`config.mk`:
```
export PLATFORM = sky130hd
export DESIGN_NAME = lcd_frame_seq
export DESIGN_NICKNAME = d
export VERILOG_FILES = /design/src/rtl/lcd_seq_pkg.sv /design/src/rtl/lcd_tick_div.sv /design/src/rtl/lcd_com_ring.sv /design/src/rtl/lcd_frame_seq.sv
export SDC_FILE = /design/constraint.sdc
export NUM_CORES = 1
export LEC_CHECK = 0
export ABC_AREA = 1
export BUFFER_PORTS_ARGS = -buffer_cell sky130_fd_sc_hd__buf_2
export CAP_MARGIN = 20
export CORE_ASPECT_RATIO = 2
export CORE_MARGIN = 2
export CORE_UTILIZATION = 52
export DETAILED_ROUTE_END_ITERATION = 8
export PLACE_DENSITY_LB_ADDON = 0.12
export SLEW_MARGIN = 20
export SYNTH_ARGS = -nofsm -noshare
export SYNTH_HDL_FRONTEND = slang
export SYNTH_SLANG_ARGS = --single-unit
```
`constraint.sdc`:
```
create_clock -name clk -period 4.4 [get_ports clk]
set_clock_uncertainty 0.05 [all_clocks]
set_input_delay 0.22 -clock clk [delete_from_list [all_inputs] [get_ports clk]]
set_output_delay 0.22 -clock clk [all_outputs]
set_load 0.02 [all_outputs]
```
`src/rtl/lcd_seq_pkg.sv`:
```
package lcd_seq_pkg;

    localparam int NUM_COM = 4;

    localparam logic [1:0] SRC_SYS  = 2'b00;
    localparam logic [1:0] SRC_XTAL = 2'b01;

    localparam logic [1:0] CP_NONE = 2'b00;
    localparam logic [1:0] CP_XTAL = 2'b01;
    localparam logic [1:0] CP_RC   = 2'b10;
    localparam logic [1:0] CP_HF   = 2'b11;

    typedef struct packed {
        logic [1:0] src;
        logic [3:0] presc;
        logic [1:0] mux;
        logic [1:0] cp;
    } lcd_cfg_t;

    // number of active commons (also the final divide) for a mux mode
    function automatic logic [2:0] mux_len(input logic [1:0] mux);
        return {1'b0, mux} + 3'd1;
    endfunction

endpackage

```
`src/rtl/lcd_tick_div.sv`:
```
module lcd_tick_div #(
    parameter int W = 4
) (
    input  logic         clk,
    input  logic         rst_n,
    input  logic         clr,
    input  logic         tick_in,
    input  logic [W-1:0] ratio,
    output logic         tick_out
);

    typedef struct packed {
        logic [W-1:0] cnt;
    } div_st_t;

    div_st_t st_d, st_q;
    logic    at_end;

    always_comb begin
        st_d     = st_q;
        at_end   = (st_q.cnt == ratio - W'(1));
        tick_out = tick_in && !clr && at_end;
        if (clr) begin
            st_d.cnt = '0;
        end else if (tick_in) begin
            st_d.cnt = at_end ? '0 : st_q.cnt + W'(1);
        end
    end

    always_ff @(posedge clk or negedge rst_n) begin
        if (!rst_n) st_q <= '0;
        else        st_q <= st_d;
    end

    // a divider count never reaches its ratio
    p_cnt_below_ratio_r3: assert property (@(posedge clk) disable iff (!rst_n)
        st_q.cnt < ratio)
        else $error("divider count out of range");

endmodule

```
`src/rtl/lcd_com_ring.sv`:
```
module lcd_com_ring #(
    parameter int N = 4
) (
    input  logic         clk,
    input  logic         rst_n,
    input  logic         clr,
    input  logic         step,
    input  logic [2:0]   len,
    output logic [N-1:0] ring,
    output logic         frame
);

    typedef struct packed {
        logic [N-1:0] ring;
        logic         frame;
    } ring_st_t;

    ring_st_t     st_d, st_q;
    logic [N-1:0] last_mask;
    logic [N-1:0] act_mask;
    logic         wrap;

    always_comb begin
        st_d      = st_q;
        last_mask = N'(1) << (len - 3'd1);
        act_mask  = (N'(1) << len) - N'(1);
        wrap      = step && |(st_q.ring & last_mask);
        st_d.frame = wrap && !clr;
        if (clr) begin
            st_d.ring = N'(1);
        end else if (step) begin
            st_d.ring = wrap ? N'(1) : (st_q.ring << 1);
        end
    end

    always_ff @(posedge clk or negedge rst_n) begin
        if (!rst_n) begin
            st_q.ring  <= N'(1);
            st_q.frame <= 1'b0;
        end else begin
            st_q <= st_d;
        end
    end

    assign ring  = st_q.ring;
    assign frame = st_q.frame;

    // no common beyond the active count is ever selected
    p_ring_in_len_r4: assert property (@(posedge clk) disable iff (!rst_n)
        (st_q.ring & ~act_mask) == '0)
        else $error("ring outside active commons");

    // a frame pulse coincides with COM0
    p_frame_at_com0_r6: assert property (@(posedge clk) disable iff (!rst_n)
        st_q.frame |-> st_q.ring == N'(1))
        else $error("frame pulse off COM0");

endmodule

```
`src/rtl/lcd_frame_seq.sv`:
```
module lcd_frame_seq
    import lcd_seq_pkg::*;
#(
    parameter int SYS_DIV  = 8192,
    parameter int SLOW_DIV = 32,
    parameter int HF_DIV   = 256
) (
    input  logic       clk,
    input  logic       rst_n,
    input  logic       en,
    input  logic [1:0] src_sel,
    input  logic [3:0] presc,
    input  logic [1:0] mux_mode,
    input  logic [1:0] cp_sel,
    input  logic       tick_sys,
    input  logic       run_sys,
    input  logic       tick_xtal,
    input  logic       run_xtal,
    input  logic       tick_rc,
    input  logic       run_rc,
    input  logic       tick_hf,
    input  logic       run_hf,
    output logic [3:0] com,
    output logic       frame_start,
    output logic       cp_tick
);

    localparam int POST_MAX = (SYS_DIV > SLOW_DIV) ? SYS_DIV : SLOW_DIV;
    localparam int POST_W   = $clog2(POST_MAX) + 1;
    localparam int HF_W     = $clog2(HF_DIV) + 1;
    localparam logic [POST_W-1:0] SYS_R  = POST_W'(SYS_DIV);
    localparam logic [POST_W-1:0] SLOW_R = POST_W'(SLOW_DIV);

    typedef struct packed {
        lcd_cfg_t cfg;
        logic     cp;
    } top_st_t;

    top_st_t           st_d, st_q;
    lcd_cfg_t          cfg_in;
    logic              chg, clr;
    logic              src_live, src_tick;
    logic              base_tick, pre_tick, fin_tick;
    logic              hf_in, hf_tick;
    logic [POST_W-1:0] post_ratio;
    logic [4:0]        pre_ratio;
    logic [2:0]        fin_ratio;
    logic [NUM_COM-1:0] ring;
    logic              ring_frame;

    always_comb begin
        st_d   = st_q;
        cfg_in = '{src: src_sel, presc: presc, mux: mux_mode, cp: cp_sel};
        chg    = (cfg_in != st_q.cfg);
        clr    = !en || chg;

        case (st_q.cfg.src)
            SRC_SYS:  src_live = tick_sys  && run_sys;
            SRC_XTAL: src_live = tick_xtal && run_xtal;
            default:  src_live = tick_rc   && run_rc;
        endcase
        src_tick = src_live && !clr;

        post_ratio = (st_q.cfg.src == SRC_SYS) ? SYS_R : SLOW_R;
        pre_ratio  = {1'b0, st_q.cfg.presc} + 5'd1;
        fin_ratio  = mux_len(st_q.cfg.mux);

        hf_in = tick_hf && run_hf && (st_q.cfg.cp == CP_HF) && !clr;

        case (st_q.cfg.cp)
            CP_XTAL: st_d.cp = tick_xtal && run_xtal && !clr;
            CP_RC:   st_d.cp = tick_rc && run_rc && !clr;
            CP_HF:   st_d.cp = hf_tick;
            default: st_d.cp = 1'b0;
        endcase

        st_d.cfg = cfg_in;
    end

    always_ff @(posedge clk or negedge rst_n) begin
        if (!rst_n) st_q <= '0;
        else        st_q <= st_d;
    end

    lcd_tick_div #(.W(POST_W)) u_post (
        .clk(clk), .rst_n(rst_n), .clr(clr), .tick_in(src_tick),
        .ratio(post_ratio), .tick_out(base_tick)
    );

    lcd_tick_div #(.W(5)) u_pre (
        .clk(clk), .rst_n(rst_n), .clr(clr), .tick_in(base_tick),
        .ratio(pre_ratio), .tick_out(pre_tick)
    );

    lcd_tick_div #(.W(3)) u_fin (
        .clk(clk), .rst_n(rst_n), .clr(clr), .tick_in(pre_tick),
        .ratio(fin_ratio), .tick_out(fin_tick)
    );

    generate
        if (HF_DIV > 1) begin : g_hf_div
            lcd_tick_div #(.W(HF_W)) u_hf (
                .clk(clk), .rst_n(rst_n), .clr(clr), .tick_in(hf_in),
                .ratio(HF_W'(HF_DIV)), .tick_out(hf_tick)
            );
        end else begin : g_hf_pass
            assign hf_tick = hf_in;
        end
    endgenerate

    lcd_com_ring #(.N(NUM_COM)) u_ring (
        .clk(clk), .rst_n(rst_n), .clr(clr), .step(fin_tick),
        .len(fin_ratio), .ring(ring), .frame(ring_frame)
    );

    assign com         = en ? ring : '0;
    assign frame_start = ring_frame;
    assign cp_tick     = st_q.cp;

    // a disabled cycle yields no pulses on the next cycle
    p_idle_quiet_r10: assert property (@(posedge clk) disable iff (!rst_n)
        !en |=> (!frame_start && !cp_tick))
        else $error("pulse after disabled cycle");

    // a settings change suppresses pulses and restarts at COM0
    p_change_quiet_r9: assert property (@(posedge clk) disable iff (!rst_n)
        (en && chg) |=> (!frame_start && !cp_tick && ring == 4'b0001))
        else $error("activity after settings change");

endmodule

```
== After elaboration in Yosys (flattened, before gate mapping) ==
Cells that the tools add are included.

* Muxes and demuxes: 19
* Equality and inequality tests: 9
* Bitwise gates (word level): 1
* Reductions and logical operators: 29
* Shifts and indexed selects: 1
* Add/subtract/negate cells: 9

{| class="wikitable"
|+ Operator list
! kind !! number
|-
| two-way mux 14 bit || 4
|-
| two-way mux 9 bit || 3
|-
| logical AND 1 bit || 19
|-
| two-way mux 4 bit || 4
|-
| two-way mux 5 bit || 3
|-
| adder 14 x 1 -> 14 bit, second input constant || 1
|-
| equality test 14 bit || 1
|-
| subtractor 14 x 1 -> 14 bit, second input constant || 1
|-
| != test 10 bit || 1
|-
| nonzero test 2 bit || 5
|-
| adder 9 x 1 -> 9 bit, second input constant || 1
|-
| equality test 9 x 8 -> 1 bit, second input constant || 1
|-
| two-way mux 3 bit || 3
|-
| adder 4 x 1 -> 5 bit, second input constant || 1
|-
| adder 5 x 1 -> 5 bit, second input constant || 1
|-
| equality test 5 bit || 1
|-
| subtractor 5 x 1 -> 5 bit, second input constant || 1
|-
| bitwise AND 4 bit || 1
|-
| equality test 2 x 1 -> 1 bit, second input constant || 2
|-
| equality test 2 bit, second input constant || 2
|-
| OR reduction 4 bit || 1
|-
| left shift 1 x 3 -> 4 bit, first input constant || 1
|-
| adder 2 x 1 -> 3 bit, second input constant || 1
|-
| adder 3 x 1 -> 3 bit, second input constant || 1
|-
| 7 further kinds || 8
|}

* Bits of input ports: 21
* Output and inout port bits: 6
* Flip-flop bits (word level): 47
* Word-level logic and storage cells: 79

== Depth between registers and ports, before layout ==
Gate-level depths: netlist (run 1).

* Depth in word-level cells: 14
* Mapped depth: 13
* Mapped depth without buffers: 13

== Modules after synthesis ==
Synthesis (run 1) repeated with hierarchy kept, for this count alone.

* Cell total of the unflattened synthesis: 754
* Area total of the unflattened synthesis: 4514.3 um^2

{| class="wikitable"
|+ Modules (own cells, without submodules)
! module !! area each (um^2) !! times used !! seq. area each (um^2) !! cells an instance
|-
| lcd_tick_div (u_post) || 1734.2 || 1 || 350.3 || 304
|-
| lcd_tick_div (g_hf_div.u_hf) || 1041.0 || 1 || 225.2 || 178
|-
| lcd_frame_seq || 747.0 || 1 || 275.3 || 106
|-
| lcd_tick_div (u_pre) || 471.7 || 1 || 125.1 || 87
|-
| lcd_com_ring || 269.0 || 1 || 126.4 || 38
|-
| lcd_tick_div (u_fin) || 251.5 || 1 || 75.1 || 41
|}

== Worst setup path before layout (run 1) ==
OpenSTA, ideal clock, no wires.

* Kind: register to register
* Start point: register u_post.st_q[0] in the netlist's numbering
* End point: register, netlist name u_ring.ring[1]
* Required time: 4232 ps
* Path buffers: 0
* Setup time: 118 ps
* Stages on the path, launching flop included: 13
* Setup slack: 2673 ps
* Clock period less this slack: 1727 ps
* Arrival time: 1558 ps
* Path through: dfrtp_1 -> ha_1 -> nand2_1 -> nor2_2 -> nand2_1 -> nor2_4 -> nand3_4 -> nor2_8 -> nand3_4 -> nand2_4 -> inv_2 -> nand2_1 -> nand2_1

* Longest elaborated chain between the ends: 10
* Elaborated cells between the ends (all ways): 11
* Classes of those cells: eq/ne: 1; mux: 3; reduce/logical: 7

{| class="wikitable"
|+ Ends and longest elaborated chain
! what !! line !! text
|-
| start: declaration || lcd_tick_div.sv:16 || <nowiki>div_st_t st_d, st_q;</nowiki>
|-
| start signal: assignment || lcd_tick_div.sv:32 || <nowiki>else st_q <= st_d;</nowiki>
|-
| equality test 14 bit * || lcd_tick_div.sv:21 || <nowiki>at_end = (st_q.cnt == ratio - W'(1));</nowiki>
|-
| logical AND 1 bit * (5 in series) || lcd_tick_div.sv:22 || <nowiki>tick_out = tick_in && !clr && at_end;</nowiki>
|-
| logical AND 1 bit || lcd_com_ring.sv:27 || <nowiki>wrap = step && |(st_q.ring & last_mask);</nowiki>
|-
| two-way mux 4 bit || lcd_com_ring.sv:32 || <nowiki>st_d.ring = wrap ? N'(1) : (st_q.ring << 1);</nowiki>
|-
| two-way mux 4 bit || lcd_com_ring.sv:31 || <nowiki>end else if (step) begin</nowiki>
|-
| two-way mux 4 bit || lcd_com_ring.sv:29 || <nowiki>if (clr) begin</nowiki>
|}

Mark *: on every way between the ends. The rest lies on a longest branch, timed or not. The select of a mux whose other input is x is not followed.
A chain may end at the register's enable or synchronous reset.

== Worst setup path in the final report (run 1) ==
* Start point: input src_sel[0]
* End point: register u_post.st_q[9] in the netlist's numbering

* Longest elaborated chain between the ends: 5
* Elaborated cells between the ends (all ways): 6
* Classes of those cells: eq/ne: 1; mux: 1; reduce/logical: 4

{| class="wikitable"
|+ Ends and longest elaborated chain
! what !! line !! text
|-
| start: declaration || lcd_frame_seq.sv:11 || <nowiki>input logic [1:0] src_sel,</nowiki>
|-
| != test 10 bit * || lcd_frame_seq.sv:54 || <nowiki>chg = (cfg_in != st_q.cfg);</nowiki>
|-
| logical OR 1 bit * || lcd_frame_seq.sv:55 || <nowiki>clr = !en || chg;</nowiki>
|-
| logical NOT 1 bit || lcd_frame_seq.sv:62 || <nowiki>src_tick = src_live && !clr;</nowiki>
|-
| logical AND 1 bit || lcd_frame_seq.sv:62 ||
|-
| nonzero test 2 bit (no line) || n/a ||
|}

Mark *: on every way between the ends. The rest lies on a longest branch, timed or not.

==> results of run 1 <==
==> Yosys cell counts (4+ instances only) <==
master and number:
nand2_1 81, inv_1 54, dfrtp_1 46, nor2_1 30, nand3_1 23, o21ai_0 17, xor2_1 11, a21oi_1 8
ha_1 7, inv_2 6, o22ai_2 6, nand2_2 4, nand4_1 4, nor2_2 4, nor2_4 4, nor3_1 4
o21ai_2 4, o22ai_1 4
==> power by group through the flow <==
stage                     logic, mW  registers (mW)  clock network (mW)
after floorplan              0.0294           0.448                   0
after global routing         0.0712           0.441               0.311
after detailed placement     0.0573           0.449                   0
after global placement       0.0567           0.449                   0
final                        0.0622           0.440               0.291
after CTS                    0.0629           0.441               0.298
==> layer usage <==
layer	up-vias	routed length, um	track usage [%]
met2	34	3340	41.8
met4	0	158	9.58
met1	1069	2230	22.9
met3	12	123	3.26
met5	-	0	0
li1	1170	-	-
==> final cells by class <==
class	count	area, um^2
Clock buffer	8	100
Fill cell	469	2000
Inverter	61	234
Multi-Input combinational cell	233	1330
Sequential cell	47	1180
Tap cell	58	72.6
Timing Repair Buffer	35	223
==> cell families after synthesis <==
logic type | after synthesis | share of synthesized area (%)
simple gates | 165 | 29.2
buf+inv | 62 | 8.90
flops | 47 | 42.7
compound gates | 46 | 11.2
xor+xnor | 14 | 4.45
fa+ha+maj | 7 | 3.18
mux | 1 | 0.363
==> what timing repair did <==
action | in CTS | in global routing
endpoints found under the setup margin | 0 | 0
hold buffers | 8 | 1
endpoints found under the hold margin | 8 | 46
==> per-stage QoR <==
stage / power (mW) / hold WS (ps)
floorplan: 0.477 / -126
global placement: 0.506 / 306
detailed placement: 0.506 / 307
CTS: 0.801 / 11.6
global route: 0.824 / 14.2
finish: 0.793 / 17.6
==> layout by cell type, fill, tap and decap left out, types with 2 or more instances in the layout <==
master,n
dlygate4sd3_1,9
inv_1,54
xnor2_1,3
nand3_1,23
ha_1,7
clkbuf_8,7
a21oi_1,8
xor2_1,11
nand2_4,2
nor4_1,2
nor2_1,30
o21ai_1,3
o22ai_1,4
o21ai_0,17
nor2_4,4
inv_2,6
nand4_1,4
nand2_2,4
buf_2,25
o21ai_2,4
o22ai_2,6
nor3_1,4
nor2_2,4
nand2_1,81
nand3_4,3
dfrtp_1,46
==> worst reg2reg max path, stage by stage (launching register included) <==
cell,delay (ps)
dfrtp_1,430
ha_1,240
nand2_1,100
nor2_2,50
nand2_1,190
nor2_4,60
nand3_4,120
nand3_2,340
a21oi_1,230
o21ai_1,90
nand2_1,60
==> registers in the layout (all words and copies together), names as in the netlist <==
name,count
cp_tick,1
g_hf_div.u_hf.st_q,9
st_q,10
u_fin.st_q,3
u_post.st_q,14
u_pre.st_q,5
u_ring.frame,1
u_ring.ring,4
==> worst max path at each step <==
stage / startpoint / to / cells past startpoint
final: src_sel[0] / u_post.st_q[9] / 13
after global routing: src_sel[0] / u_post.st_q[11] / 13
after CTS: src_sel[0] / u_post.st_q[9] / 13
after detailed placement: u_post.st_q[0] / u_ring.ring[1] / 12
after global placement: u_post.st_q[0] / u_ring.ring[2] / 12
after floorplan: u_post.st_q[0] / u_ring.ring[1] / 12
==> results.md, run 1 <==
* Post-route cell area at approximately 3100 um^2
* Final net count at slightly above 400
* Die Ht at 107 um
* Vias in the first global route at approximately 2300
* Mapped cell area at roughly 2800 um^2
* # clock sinks at 47
* Drc violations at 0
* Most frequent CP cell: nand2_1
* Initial DRC count at between 80 and 90
* Unrepaired setup endpoints after global routing: false
* Clock Pin Slew Worst Setup and Hold Paths at approximately 90 ps
* Final max-slew violation count at 0
* Root buffer cell: clkbuf_8
* Die X at between 50 and 60 um
* Number of flops mapped to enable cells by yosys at 0
* Setup TNS at 0 ps
* Comb power frac at around 8%
* Worst endpoint required time at approximately 4600 ps
* Total CTS buffers at 5
* Hold Path Cell Cnt at 1
* Nature of the critical path startpoint: primary input
* Sw Pwr at 0.190 mW
* Die area at around 6000 um^2
* CP Cell Sequence: dlygate4sd3_1 -> buf_2 -> inv_1 -> nand2_1 -> nand2_1 -> nand3_1 -> nor2_4 -> nand2_4 -> clkinv_4 -> nand3_2 -> a21oi_1 -> o21ai_1 -> nand2_1
* Synth area leader: dfrtp_1
* WP buf/inv at 4
* Worst min path class: primary input to flop
* Crit share post-route at around half
* Via count at around 2300
* Hpwl dp at ~4.5 mm
* Post-route insts no fill at between 400 and 500
* MaxCap Viol Count at 0
* CTS tree: done
* Area Growth Syn to Fin at 13.9%
* Synth cell types at 35
* Vias per Instance at roughly 5.2
* Min-delay src: mux_mode[0]
* Place WS at ~2400 ps
* Leak at between 1.5 and 2 nW
* GRT Total Usage at between 20% and 30%
* # diodes at 0
* Synthesized netlist cell count at about 340
* Dpl cells at 425
* Minimum clock period at approximately 2100 ps
* Cell family with most CP delay: simple AND/OR/NAND/NOR gates
* Final core utilization at 61.1%
* Slowest Stage Delay on Critical Path at ~540 ps
* First-pass GRT wire length at approximately 10 mm
* Postcts setup bufs at 0
* R2R depth at 10
* Post-synth top area share at between 40% and 50%
* Ports at 27
* Crit-path max FO at 13
* Site row count at 37
* Ys Warns at 0
* Setup CP Type: primary input to flop
* Grt ovf at 0
* Routability congestion estimate at 0.848
* Final setup vio count at 0
* Register share of total power at between 50% and 60%
* Number of synthesized register bits at 47
* Clk pwr share at 36.6%
* Initial Util at roughly 54%
* Primary FF master, synth: dfrtp_1
* IO Port Bufs at 26
* Sw Share at between 20% and 30%
* # resized after CTS at 0
* Syn Area/Cell at approximately 8.1 um^2
* Clock tree buffer depth at 2
* Worst VDD drop at between 0.0002 and 0.0003 V
* Final Hold Fails at 0
* RR Startpoint: u_post.st_q[0]
* Post-synth ARST share at 100%
* Top post-synthesis cells by area: dfrtp_1 42%, nand2_1 11%, inv_1 7.4%
* Net Count, Synth at 370
* Slew @ Worst Pin at slightly above 600 ps
* Reg-to-reg slack, setup at 2420 ps
* Slew HR at roughly three fifths
* Hold EP: st_q[3]
* RR Endpoint: u_post.st_q[9]
* Share of cells above drive strength 1 at a little under a fifth
* Final WL at 5.85 mm
* WP data arrival at 2320 ps
* Outcome: complete, no violations
* Fmax achieved at approximately 470 MHz
* Crit end category: flop
* Core area at 5140 um^2
* Post-layout worst setup margin at between 2000 and 2500 ps
* Register area share after synthesis at between 40% and 50%
* Largest net degree at the start of global routing at between 40 and 50
* Htree depth at 2
* Crit path max-delay cell type: dlygate4sd3_1
* Clk_lat worst skew at 310 ps
* Per-cell routed wire length at about 13 um
* Placed Instance Area at between 2000 and 3000 um^2
* ANT nets after route at 0
* P per Cell Area at around 250 nW/um^2
* Initial antenna violation count at 0
* P_int at 0.604 mW
* Drt pass-1 iters at 4
Power figures use the tool's default switching activity.
==> run 2, diff against run 1 <==
Settings changed: ABC_AREA 1 to 0.
Clock period 4.4 ns to 2 ns, I/O delays scaled along.
==> results.md, run 2 <==
* IO Port Bufs at 26 (unchanged)
* Failing checks: setup timing
* P per Cell Area at 521 nW/um^2 (was 253 nW/um^2)
* Final WL at 7.38 mm (was 5.85 mm)
* Number of synthesized register bits at 47 (unchanged)
* # clock sinks at 47 (unchanged)
* Top post-synthesis cells by area: dfrtp_1 44%, nand3_1 4.4%, xnor2_1 4.0% (was dfrtp_1 42%, nand2_1 11%, inv_1 7.4%)
* Ys Warns at 0 (unchanged)
* Unrepaired setup endpoints after global routing: true (was false)
* Final Hold Slack at 230 ps (was 17.6 ps)
* MaxCap Viol Count at 0 (unchanged)
* Area Growth Syn to Fin at 36.9% (was 13.9%)
* Drt pass-1 iters at 4 (unchanged)
* Slew @ Worst Pin at 767 ps (was 614 ps)
* CTS tree: done (unchanged)
* Crit-path max FO at 9 (was 13)
* Total CTS buffers at 5 (unchanged)
* Setup CP Type: flop to flop (was primary input to flop)
* Minimum clock period at roughly 2100 ps
* Leak at 1.61 nW (was 1.58 nW)
* Ports at 27 (unchanged)
* Post-route cell area at 3590 um^2 (was 3140 um^2)
* Synth top cells by count: 46 x dfrtp_1, 23 x nand3_1, 16 x nand4_1 (was 81 x nand2_1, 54 x inv_1, 46 x dfrtp_1)
* Vias in the first global route at 2560 (was 2252)
* Drc violations at 0 (unchanged)
* Clock Pin Slew Worst Setup and Hold Paths at 90 ps (about the same)
* Crit end category: flop (unchanged)
* Nature of the critical path startpoint: flop (was primary input)
* Largest register FFs at 14 (unchanged)
* Hold Path Cell Cnt at 5 (was 1)
* Core area at 4860 um^2 (was 5140 um^2)
* Fmax achieved at about 470 MHz
* # diodes at 0 (unchanged)
* Final max-slew violation count at 0 (unchanged)
* Initial antenna violation count at 0 (unchanged)
* Slew HR at 48.9% (was 59.1%)
* Placed Instance Area at 3140 um^2 (was 2950 um^2)
* Register area share after synthesis at 44.9% (was 42.7%)
* Place WS at -147 ps (was 2420 ps)
* Count leader, synth: dfrtp_1 (was nand2_1)
* Largest net degree at the start of global routing at 34 (was 48)
* Top flop regs: u_post.st_q (14), st_q (10), g_hf_div.u_hf.st_q (9) (unchanged)
* Grt ovf at 0 (unchanged)
* Reg with most FFs: u_post.st_q (unchanged)
* Initial DRC count at 65 (was 89)
* Clk_lat worst skew at 320 ps (was 310 ps)
* Syn Area/Cell at 9.79 um^2 (was 8.06 um^2)
* Final Hold Fails at 0 (unchanged)
* Slowest Stage Delay on Critical Path at 540 ps (about the same)
* Worst VDD drop at 0.000686 V (was 0.000282 V)
* Synth area leader: dfrtp_1 (unchanged)
* Per-cell routed wire length at 17.7 um (was 13.2 um)
* Die Ht at 104 um (was 107 um)
* Post-synth ARST share at 100% (unchanged)
* WP data arrival at 2330 ps (was 2320 ps)
* Die area at 5670 um^2 (was 5930 um^2)
* Via count at 2484 (was 2285)
* Most common cell after layout, fill and taps aside: buf_4 (was nand2_1)
* Initial Util at 54.0% (was 53.6%)
* Number of flops mapped to enable cells by yosys at 0 (unchanged)
* Design Power at 1.87 mW (was 0.793 mW)
* ANT nets after route at 0 (unchanged)
* Share of cells above drive strength 1 at 32.9% (was 18.2%)
* Die X at 54.2 um (was 55.5 um)
* Clock tree buffer depth at 2 (unchanged)
* Worst endpoint required time at 2210 ps (was 4600 ps)
* Crit path max-delay cell type: or4_4 (was dlygate4sd3_1)
* Root buffer cell: clkbuf_8 (unchanged)
* Htree depth at 2 (unchanged)
* Synth cell types at 48 (was 35)
* Hpwl dp at 5.18 mm (was 4.50 mm)
* Final core utilization at 73.9% (was 61.1%)
* Crit share post-route at 106%
* Commonest non-fill, non-tap cells in the layout: 50 x buf_4, 44 x dfrtp_1, 26 x buf_2 (was 81 x nand2_1, 54 x inv_1, 46 x dfrtp_1)
* Routability congestion estimate at 0.815 (was 0.848)
* Primary FF master, synth: dfrtp_1 (unchanged)
* Site row count at 36 (was 37)
* GRT Total Usage at 28.4% (was 21.8%)
* First-pass GRT wire length at 11.7 mm (was 10.1 mm)
* Synthesized netlist cell count at 268 (was 342)
* Outcome: finished, violations left (was complete, no violations)
* Post-layout worst setup margin at -119 ps (was 2290 ps)
* R2R depth at 5 (was 10)
* Post-synth top area share at 43.9% (was 41.8%)
* Vias per Instance at 5.97 (was 5.17)
* Final setup vio count at 13 (was 0)
* Final net count at 386 (was 411)
* Worst min path class: primary input to flop (unchanged)
* CP Cell Sequence: nand4bb_4 -> and3_4 -> or4_4 -> or4_1 -> nand3_1 (was dlygate4sd3_1 -> buf_2 -> inv_1 -> nand2_1 -> nand2_1 -> nand3_1 -> nor2_4 -> nand2_4 -> clkinv_4 -> nand3_2 -> a21oi_1 -> o21ai_1 -> nand2_1)
* Net Count, Synth at 296 (was 370)
* Mapped cell area at 2630 um^2 (was 2760 um^2)
==> run 2: changes by cell type after synthesis, sizes merged, moves of 6 or more <==
cell | previous run | this run
clkbuf | 0 | 7
and3 | 0 | 8
nor2 | 39 | 14
nand4 | 4 | 16
o22ai | 10 | 0
nand2 | 87 | 13
or4 | 0 | 6
xnor2 | 3 | 12
o21ai | 24 | 7
inv | 60 | 7
==> run 2: per-layer routing <==
metal,GRT usage (%),wire length (um),vias to the layer above
met1,28.4,2610,1215
met2,49.1,4260,62
li1,-,-,1183
met3,5.17,183,24
met5,0,0,-
met4,18.8,323,0
==> run 2: final timing paths <==
path,start,to,slack [ps]
min in group asynchronous,rst_n,u_post.st_q[9],330
setup reg to reg,st_q[9],u_post.st_q[6],-120
max in group asynchronous,rst_n,st_q[6],920
hold reg to reg,g_hf_div.u_hf.st_q[8],g_hf_div.u_hf.st_q[8],480
hold / removal,run_xtal,cp_tick,230
setup / recovery,st_q[9],u_post.st_q[6],-120
==> run 2: cell families (layout without fill, tap and decap cells) <==
kind of cell,count (synthesis),in the layout,synth area share (%)
flip-flops,47,47,44.9
buffers and inverters,17,108,3.00
XOR/XNOR,23,23,7.67
AND/OR/NAND/NOR,122,122,26.5
multiplexers,2,2,1.24
AO/OA/AOI/OAI,50,50,13.4
adder cells (fa/ha/maj),7,7,3.34
==> run 2: area by class of cell <==
cell class	count	area, um^2
clock buffer	6	82.6
clock inverter	2	35.0
fill	375	1270
inverter	7	26.3
multi-input combinational	204	1520
sequential	47	1180
tap	57	71.3
timing repair buffer	93	683
==> run 2: where the power goes <==
part	switching, mW	internal (mW)	total [mW]
Sequential	0.0102	0.960	0.971
Combinational	0.0834	0.0822	0.166
Clock	0.331	0.405	0.735
Total	0.424	1.45	1.87
==> run 2: worst max-delay path: cells and delay by family (launching register included) <==
| kind | cells | cell delay, ps |
|---|---|---|
| flops | 1 | 450 |
| simple gates | 5 | 1560 |
==> run 2: metrics by stage <==
| step | std cells | TNS, ps |
|---|---|---|
| final | 416 | -678 |
| after global routing | 416 | -2050 |
| after CTS | 410 | -669 |
| after detailed placement | 389 | -873 |
| after global placement | 389 | -661 |
| after floorplan | 268 | -272 |
==> run 2: what timing repair did <==
item	CTS	global route
resized for setup	21	17
buffers inserted	3	5
hold buffers	10	1
pin swaps	8	10
endpoints found under the hold margin	40	1
setup endpoints to repair	18	27
==> run 3, diff against run 2 <==
Settings changed: CELL_PAD_IN_SITES_DETAIL_PLACEMENT set to 0, CELL_PAD_IN_SITES_GLOBAL_PLACEMENT set to 1, CORE_UTILIZATION 52 to 41.
Clock period 2 ns to 1.85 ns, I/O delays scaled along.
==> results.md, run 3 (same netlist as run 2, synthesis figures left out) <==
* Die X at 60.6 um (was 54.2 um)
* Slowest Stage Delay on Critical Path at 540 ps (about the same)
* Crit share post-route at 116% (was 106%)
* First-pass GRT wire length at 12.7 mm (was 11.7 mm)
* Vias in the first global route at 2638 (was 2560)
* Clk_lat worst skew at 290 ps (was 320 ps)
* Die area at 7100 um^2 (was 5670 um^2)
* Largest register FFs at 14 (unchanged)
* Failing checks: setup timing (unchanged)
* Design Power at 2.24 mW (was 1.87 mW)
* Drc violations at 0 (unchanged)
* Ports at 27 (unchanged)
* Slew @ Worst Pin at 615 ps (was 767 ps)
* Worst min path class: primary input to flop (unchanged)
* WP buf/inv at 1 (was 0)
* Worst endpoint required time at 2030 ps (was 2210 ps)
* Drt pass-1 iters at 6 (was 4)
* Root buffer cell: clkbuf_16 (was clkbuf_8)
* Share of cells above drive strength 1 at 44.8% (was 32.9%)
* Unrepaired setup endpoints after global routing: true (unchanged)
* Most frequent CP cell: or4_4
* Post-route cell area at 4250 um^2 (was 3590 um^2)
* Final max-slew violation count at 0 (unchanged)
* Setup CP Type: flop to flop (unchanged)
* Top flop regs: u_post.st_q (14), st_q (10), g_hf_div.u_hf.st_q (9) (unchanged)
* Site row count at 41 (was 36)
* GRT Total Usage at 24.4% (was 28.4%)
* Leak at 1.85 nW (was 1.61 nW)
* Commonest non-fill, non-tap cells in the layout: 58 x buf_4, 44 x dfrtp_1, 26 x buf_2 (was 50 x buf_4, 44 x dfrtp_1, 26 x buf_2)
* MaxCap Viol Count at 0 (unchanged)
* Core area at 6260 um^2 (was 4860 um^2)
* Clock Pin Slew Worst Setup and Hold Paths at 70 ps (was 90 ps)
* WP data arrival at 2330 ps (about the same)
* Die Ht at 117 um (was 104 um)
* Min-delay src: run_hf (was run_xtal)
* Nature of the critical path startpoint: flop (unchanged)
* Grt ovf at 0 (unchanged)
* Area Growth Syn to Fin at 61.7% (was 36.9%)
* Final WL at 8.36 mm (was 7.38 mm)
* P per Cell Area at 528 nW/um^2 (was 521 nW/um^2)
* CP Cell Sequence: xnor2_2 -> nand4_1 -> buf_4 -> or4_4 -> or4_4 -> nand3_1 (was nand4bb_4 -> and3_4 -> or4_4 -> or4_1 -> nand3_1)
* # clock sinks at 47 (unchanged)
* Clock tree buffer depth at 2 (unchanged)
* Outcome: finished, violations left (unchanged)
* CTS tree: done (unchanged)
* RR Startpoint: st_q[10] (was st_q[9])
* Fmax achieved at 467 MHz (was 472 MHz)
* Final setup vio count at 27 (was 13)
* Initial DRC count at 139 (was 65)
* Crit-path max FO at 6 (was 9)
* Crit path max-delay cell type: or4_4 (unchanged)
* Initial Util at 41.9% (was 54.0%)
* Routability congestion estimate at 0.908 (was 0.815)
* Via count at 2624 (was 2484)
* Per-cell routed wire length at 17.7 um (about the same)
* Crit end category: flop (unchanged)
* Worst VDD drop at 0.000572 V (was 0.000686 V)
* Reg with most FFs: u_post.st_q (unchanged)
* Hpwl dp at 5.58 mm (was 5.18 mm)
* Placed Instance Area at 3320 um^2 (was 3140 um^2)
* IO Port Bufs at 26 (unchanged)
* Htree depth at 2 (unchanged)
* Total CTS buffers at 5 (unchanged)
* Filler Cells Inserted at 530 (was 375)
* Vias per Instance at 5.56 (was 5.97)
* Initial antenna violation count at 0 (unchanged)
* Final net count at 413 (was 386)
* Largest net degree at the start of global routing at 48 (was 34)
* Most common cell after layout, fill and taps aside: buf_4 (unchanged)
* Final Hold Fails at 0 (unchanged)
* # diodes at 0 (unchanged)
* Cell family with most CP delay: simple AND/OR/NAND/NOR gates (unchanged)
* Minimum clock period at 2140 ps (was 2120 ps)
* Post-layout worst setup margin at -293 ps (was -119 ps)
* Crit path from: st_q[10] (was st_q[9])
* ANT nets after route at 0 (unchanged)
* Slew HR at 59.0% (was 48.9%)
run 3: metal layers:
| layer | GRT usage (%) | wire (um) | vias to the layer above |
|---|---|---|---|
| li1 | - | - | 1245 |
| met1 | 24.6 | 2810 | 1308 |
| met2 | 46.7 | 5050 | 48 |
| met3 | 2.97 | 167 | 23 |
| met4 | 11.9 | 335 | 0 |
| met5 | 0 | 0 | - |
run 3: cell type report:
class,instances,area [um^2],share of cell area [%]
Tap cell,86,108,2.53
Clock buffer,8,156,3.68
Multi-Input combinational cell,205,1790,42.3
Sequential cell,47,1180,27.8
Inverter,7,26.3,0.619
Timing Repair Buffer,119,981,23.1
run 3: final timing paths:
check / to / slack, ps / depth (start not counted)
min in group asynchronous: u_post.st_q[8] / 380 / 3
max: u_post.st_q[12] / -290 / 6
min: g_hf_div.u_hf.st_q[3] / 270 / 4
max reg2reg: u_post.st_q[12] / -290 / 6
min reg2reg: g_hf_div.u_hf.st_q[8] / 490 / 1
max in group asynchronous: st_q[10] / 920 / 3
run 3: power breakdown:
part / switching [mW] / internal [mW] / total, mW
registers: 0.0101 / 1.04 / 1.05
clock network: 0.384 / 0.576 / 0.959
logic: 0.116 / 0.114 / 0.231
total: 0.510 / 1.73 / 2.24
run 3: tightest hold or removal path, delay by kind of cell:
kind | cells | cell delay (ps)
buffers and inverters | 1 | 110
AOI/OAI and AO/OA | 1 | 60
and+or+nand+nor | 2 | 320
run 3: repair_timing:
item | CTS | global route
pin swaps | 19 | 27
hold buffers | 10 | 1
gates cloned | 1 | 1
gates resized for setup | 50 | 56
setup endpoints to repair | 36 | 37
hold endpoints to repair | 56 | 1
buffers inserted | 10 | 7
run 3: per-stage QoR:
| step | worst slack (ps) | utilization, % | hold WS, ps | std cells | TNS (ps) |
|---|---|---|---|---|---|
| CTS | -284 | 62.0 | -117 | 464 | -4270 |
| finish | -293 | 67.8 | 270 | 472 | -4540 |
| floorplan | -252 | - | -253 | 268 | -1320 |
| detailed placement | -424 | 53.1 | 179 | 436 | -7430 |
| global route | -344 | 67.8 | 274 | 472 | -6380 |
| global placement | -419 | 53.1 | 176 | 436 | -7550 |
